--- src/rtl/interval_timer.sv ---
module interval_timer #(
  parameter bit NARROW = 1'b0,
  parameter int AW     = 3
) (
  input  logic          clk,
  input  logic          rst_n,
  input  logic          bus_fast,
  input  logic          wr_en,
  input  logic          rd_en,
  input  logic [AW-1:0] addr,
  input  logic [7:0]    wdata,
  output logic [7:0]    rdata,
  output logic          irq
);
  localparam int TW = 22;
  localparam int CW = NARROW ? 19 : 22;

  logic [CW-1:0] count, snap;
  logic [TW-1:0] tc;
  logic          run, ie, pend, half;
  logic [TW-1:0] live_x, snap_x;
  logic [7:0]    rd_mux;

  function automatic logic [7:0] pack6(input logic [5:0] g);
    return {1'b0, g[5], 1'b0, g[4:0]};
  endfunction

  wire tick   = !bus_fast || half;
  wire at_tc  = count >= tc[CW-1:0];
  wire wrap   = run && tick && at_tc;
  wire ctl_wr = wr_en && (addr == AW'(4));
  wire run_d  = ctl_wr ? wdata[0] : run;
  wire ie_d   = ctl_wr ? wdata[1] : ie;

  assign live_x = TW'(count);
  assign snap_x = TW'(snap);
  assign irq    = pend && ie;

  always_comb begin
    case (addr)
      AW'(0):  rd_mux = pack6(live_x[5:0]);
      AW'(1):  rd_mux = pack6(snap_x[11:6]);
      AW'(2):  rd_mux = pack6(snap_x[17:12]);
      AW'(3):  rd_mux = {4'b0, snap_x[21:18]};
      AW'(4):  rd_mux = {6'b0, ie, run};
      default: rd_mux = 8'h00;
    endcase
  end

  always_ff @(posedge clk) begin
    if (!rst_n) begin
      count <= '0;
      snap  <= '0;
      tc    <= '0;
      run   <= 1'b0;
      ie    <= 1'b0;
      pend  <= 1'b0;
      half  <= 1'b0;
      rdata <= 8'h00;
    end else begin
      half <= (run && bus_fast) ? !half : 1'b0;
      if (!run)
        count <= '0;
      else if (tick)
        count <= at_tc ? '0 : count + 1'b1;
      run  <= run_d;
      ie   <= ie_d;
      pend <= ie_d && (pend || (ie && wrap));
      if (wr_en) begin
        case (addr)
          AW'(0):  tc[7:0]   <= wdata;
          AW'(1):  tc[15:8]  <= wdata;
          AW'(2):  tc[21:16] <= wdata[5:0];
          default: ;
        endcase
      end
      if (rd_en && addr == AW'(0))
        snap <= count;
      if (rd_en)
        rdata <= rd_mux;
    end
  end

  assert_count_step_R1: assert property (@(posedge clk) disable iff (!rst_n)
    (count == '0 || $stable(count) || count == $past(count) + 1'b1));

  assert_fast_skip_R2: assert property (@(posedge clk) disable iff (!rst_n)
    (bus_fast && run && $past(run) && count != $past(count)) |=> $stable(count));

  assert_snap_capture_R3: assert property (@(posedge clk) disable iff (!rst_n)
    (rd_en && addr == AW'(0)) |=> (snap == $past(count)));

  assert_pad_zero_R4: assert property (@(posedge clk) disable iff (!rst_n)
    ($past(rd_en) && $past(addr) < AW'(3)) |-> (rdata[7] == 1'b0 && rdata[5] == 1'b0));

  assert_hold_zero_R7: assert property (@(posedge clk) disable iff (!rst_n)
    !run |=> (count == '0));

  assert_irq_level_R8: assert property (@(posedge clk) disable iff (!rst_n)
    (irq && !(ctl_wr && !wdata[1])) |=> irq);

  assert_no_pend_R9: assert property (@(posedge clk) disable iff (!rst_n)
    !ie |-> !pend);

  assert_unused_zero_R10: assert property (@(posedge clk) disable iff (!rst_n)
    (rd_en && addr > AW'(4)) |=> (rdata == 8'h00));
endmodule

--- config.mk ---
export PLATFORM = sky130hd
export DESIGN_NAME = interval_timer
export DESIGN_NICKNAME = d
export VERILOG_FILES = /design/src/rtl/interval_timer.sv
export SDC_FILE = /design/constraint.sdc
export NUM_CORES = 1
export LEC_CHECK = 0
export ABC_CLOCK_PERIOD_IN_PS = 2600
export BUFFER_PORTS_ARGS = -buffer_cell sky130_fd_sc_hd__buf_2
export CORE_MARGIN = 3
export CORE_UTILIZATION = 30
export DETAILED_ROUTE_END_ITERATION = 16
export SLEW_MARGIN = 20
export SYNTH_ARGS = -nofsm -noshare
export SYNTH_HDL_FRONTEND = slang
export SYNTH_SLANG_ARGS = --single-unit
--- constraint.sdc ---
create_clock -name clk -period 2.6 [get_ports clk]
set_input_delay 0.13 -clock clk [delete_from_list [all_inputs] [get_ports clk]]
set_output_delay 0.13 -clock clk [all_outputs]
set_load 0.02 [all_outputs]
=== Word-level counts from Yosys, hierarchy flattened ===
Index checks and enable logic that the tools add are counted.

* Logic and storage cells: 37
* Flip-flop bits (word level): 78
* Bits of input ports: 16

* Add/sub/neg operators: 1
* Muxes and demuxes: 3
* $lt $le $gt $ge: 1
* Reductions and logical operators: 18
* Equal/unequal tests: 4

{| class="wikitable"
|+ Operators by type and width
! operator !! number
|-
| $pmux W7 S5 || 1
|-
| $add A22 B1 Y22 const B || 1
|-
| $ge A22 B22 Y1 || 1
|-
| $mux W22 || 1
|-
| $reduce_and A2 Y1 || 5
|-
| $logic_and A1 B1 Y1 || 8
|-
| $eq A3 B2 Y1 const B || 2
|-
| $eq A3 B1 Y1 const B || 1
|-
| $eq A3 B3 Y1 const B || 1
|-
| $logic_not A3 Y1 || 1
|-
| $logic_not A1 Y1 || 2
|-
| $logic_or A1 B1 Y1 || 2
|-
| $mux W1 || 1
|}

=== Longest topological paths before layout ===
* Word-level depth: 7
* Gate-level depth with buffers: 9
* Gate-level depth less buffers: 8

=== Worst setup path before layout ===
No wires, ideal clock.

* Kind: register to register
* Start: reg count[17]
* End: reg count[2]
* Arrival time: 1.914 ns
* Path slack: 0.564 ns
* Data required time: 2.478 ns
* Stages on the path, launching flop included: 7
* Path buffers: 0
* Clock period less this slack: 2.036 ns
* Cell sequence: dfxtp_1 > ha_1 > nand4_1 > nor4_4 > a22oi_2 > and3b_1 > a311o_1

* Cells in the longest elaborated chain, start to end: 2

{| class="wikitable"
|+ Ends and longest elaborated chain
! what !! RTL line !! text
|-
| from (decl) || 18 || <nowiki>logic [CW-1:0] count, snap;</nowiki>
|-
| from (signal assigned) || 65 || <nowiki>count <= at_tc ? '0 : count + 1'b1;</nowiki>
|-
| $ge A22 B22 Y1 || 29 || <nowiki>wire at_tc = count >= tc[CW-1:0];</nowiki>
|-
| $mux W22 || 65 ||
|}

Every way passes these cells.
A chain may end at the register's enable or synchronous reset.

=== Worst setup path after layout ===
* Start: reg count[0]
* End: reg count[18]

* Cells in the longest elaborated chain, start to end: 2
* Elaborated cells between the ends (all ways): 3
* Those cells by class: add/sub: 1; order compare: 1; mux: 1

{| class="wikitable"
|+ Ends and longest elaborated chain
! what !! RTL line
|-
| $add A22 B1 Y22 / $ge A22 B22 Y1 (equally long branches) || 65, 29
|-
| $mux W22 * || 65
|}

Every way passes the cells marked *; elsewhere a longest branch is shown, timed or not.

==> flow_metrics.env <==
export IMPL_die_height_microns=116
export IMPL_io_pins=25
export IMPL_swShare_pct=21.8
export IMPL_vdd_drop_max_mv=0.457
export IMPL_dieWidth_microns=116
export IMPL_hold_violations=0
export IMPL_worstSetupPathType="flop to flop"
export IMPL_cts_path_max_buffers=2
export IMPL_cts_root_buf="clkbuf_16"
export IMPL_clock_fmax_mhz=430
export IMPL_grt_util_all_layers_pct=13.5
export IMPL_syn_area_sq_um=3650
export IMPL_layout_drive_gt1_share_pct=12.7
export IMPL_overflow=0
export IMPL_vias_per_cell=4.82
export IMPL_cts_tree="built"
export IMPL_cts_buffers=9
export IMPL_antenna_found_initial=0
export IMPL_status="complete, no violations"
export IMPL_start_kind="flop"
export IMPL_coreArea_sq_um=11700
export IMPL_io_buffers=22
export IMPL_synthCells=413
export IMPL_htree_levels=3
export IMPL_fin_skew_ps=5.86
export IMPL_cts_resized=0
export IMPL_area_growth_pct=15.7
export IMPL_endpoint_kind="flop"
export IMPL_critical_path_max_fanout=17
export IMPL_cp_required_ps=2870
export IMPL_n_antenna_cell=0
export IMPL_fin_crit_ps=2320
export IMPL_place_hpwl_microns=6300
export IMPL_yosys_warnings=0
export IMPL_p_sw_uw=550
export IMPL_max_cap_violations=0
export IMPL_ant_nets=0
export IMPL_drt_wl_total_microns=8240
export IMPL_ys_flop_type="dfxtp_1"
export IMPL_ys_ff_latch=70
export IMPL_p_per_area_nw_per_um2=599
export IMPL_nNetsFinal=475
export IMPL_min_path_type="primary input to flop"
export IMPL_syn_area_per_cell_sq_um=8.83
export IMPL_p_leak_nw=1.52
export IMPL_first_pass_iters=5
export IMPL_vias=2815
export IMPL_initial_core_util_pct=31.3
export IMPL_grt_max_degree=28
export IMPL_async_flop_share_pct=0
export IMPL_seq_area_frac_synth_pct=38.4
export IMPL_final_cells=584
export IMPL_setup_violations=0
export IMPL_critPathArrivalTime_ps=2590
export IMPL_tns_ps=0
export IMPL_place_congestion=0.848
export IMPL_finalPower_mw=2.53
export IMPL_clk_latency_ps=330
export IMPL_grt_pass1_wl_microns=14000
export IMPL_dieArea_sq_um=13500
export IMPL_cts_setup_buffers=0
export IMPL_num_rows=39
export IMPL_wl_per_cell_microns=14.1
export IMPL_synth_edf_count=0
export IMPL_p_seq_share_pct=43.1
export IMPL_path_cells="inv_1 -> ha_1 -> nand2b_1 -> a21oi_1 -> o221ai_1 -> a311oi_4 -> a41oi_4 -> nor2_1"
export IMPL_final_max_slew_violation_count=0
export IMPL_drtIter0Drc=238
export IMPL_pwr_share_comb_pct=5.8
export IMPL_worstMarginPinSlew_ps=795
export IMPL_synth_distinct_cells=54
export IMPL_drc=0
export IMPL_slowest_stage="a311oi_4"
export IMPL_max_stage_delay_ps=440
export IMPL_clk_pin_slew_worst_paths_ps=60
export IMPL_slew_headroom_pct=46.6
export IMPL_grt_pass1_vias=2810
export IMPL_clock_sinks=70
export IMPL_final_util_pct=36.2
export IMPL_rsz0062_at_grt="no"
export IMPL_finalCritPeriodShare_pct=89.4
export IMPL_placedCellCount=568
export IMPL_pwr_share_clk_pct=51.1
export IMPL_p_int_mw=1.98
export IMPL_hold_buffers=0
-- synthesized netlist by cell type, types with 9 or more instances --
cell	instances	area, sq um
nor2b_1	22	138
mux2i_1	20	200
clkbuf_1	10	37.5
dfxtp_1	70	1400
xor2_1	9	78.8
a21boi_0	22	165
nor2_1	32	120
ha_1	23	288
nand2_1	67	251
nand4_1	10	62.6
a21oi_1	17	85.1
inv_1	29	109
-- worst max-delay path: cells and delay by family (launching register included) --
| kind | cells | cell delay, ps |
|---|---|---|
| buffers and inverters | 1 | 100 |
| DFF | 1 | 390 |
| and+or+nand+nor | 2 | 320 |
| adders and majority gates | 1 | 280 |
| AOI/OAI and AO/OA | 4 | 1160 |
-- cell usage in the layout, fill, tap and decap left out, drive strengths merged, types with 2 or more instances in the layout --
cell	synthesis	layout
and3	4	4
a21oi	17	17
ha	23	23
mux2i	20	20
and2	6	6
nand4	11	11
nand3	8	8
xor2	9	9
nand2b	4	4
bufinv	0	2
buf	7	28
clkbuf	10	10
nor2b	22	22
nor4	5	5
xnor2	8	8
o21ai	2	2
dfxtp	70	70
o221ai	3	3
conb	1	2
nand2	67	67
clkinv	0	3
mux4	2	2
nor2	32	32
a21boi	24	24
o211a	2	2
nor3	5	5
a311o	2	2
inv	29	29
or3	2	2
o22ai	2	2
a21o	2	2
a31oi	2	2
-- registers in the layout, summed over array words and instances (netlist names) --
register  cells
pend          1
rdata         6
tc           22
snap         16
half          1
count        22
ie            1
run           1
-- power by group through the flow --
stage	combinational [mW]	sequential, mW	clock [mW]
after floorplan	0.106	1.11	0
after global placement	0.145	1.11	0
final	0.147	1.09	1.29
after detailed placement	0.147	1.11	0
after CTS	0.147	1.09	1.32
after global routing	0.162	1.09	1.37
-- per-layer routing --
layer  GRT usage (%)  up-vias  routed length (microns)
met5               0        -                        0
met4            4.72        0                       76
met3            4.66        8                      562
met2            19.0       71                     3460
met1            19.0     1289                     4140
li1                -     1447                        -
-- cell type report --
type | instances | area [sq um]
clock inverter | 6 | 86.3
tap | 143 | 179
fill | 1193 | 7440
multi-input combinational | 298 | 2060
clock buffer | 10 | 229
sequential | 70 | 1400
inverter | 29 | 109
timing repair buffer | 28 | 155
-- per-stage QoR --
| step | worst slack (ps) | hold WS [ps] | instance area (sq um) |
|---|---|---|---|
| 2_1_floorplan | 564 | 275 | 3650 |
| 3_3_place_gp | 287 | 404 | 3910 |
| 3_5_place_dp | 250 | 426 | 3910 |
| 4_1_cts | 252 | 68.2 | 4220 |
| 5_1_grt | 40.0 | 72.4 | 4220 |
| 6_report | 276 | 76.6 | 4220 |
-- kinds of logic (layout without fill, tap and decap cells) --
group | Yosys count | after routing | synth area share [%]
and+or+nand+nor | 171 | 171 | 24.3
DFF | 70 | 70 | 38.4
AOI/OAI and AO/OA | 63 | 63 | 13.2
buffers and inverters | 46 | 73 | 5.21
adders and majority gates | 23 | 23 | 7.89
muxes | 22 | 22 | 6.82
xor gates and xnor gates | 17 | 17 | 4.08
other | 1 | 2 | 0.103
-- worst paths after layout --
check,slack (ps),depth (start not counted),from,endpoint
max reg2reg,280,8,count[0]$_SDFFE_PN0N_,count[18]$_SDFFE_PN0N_
min,80,3,wdata[6],tc[6]$_SDFFE_PN0P_
max,280,8,count[0]$_SDFFE_PN0N_,count[18]$_SDFFE_PN0N_
min reg2reg,460,2,snap[11]$_SDFFE_PN0P_,snap[11]$_SDFFE_PN0P_
(Power assumes the default switching activity.)
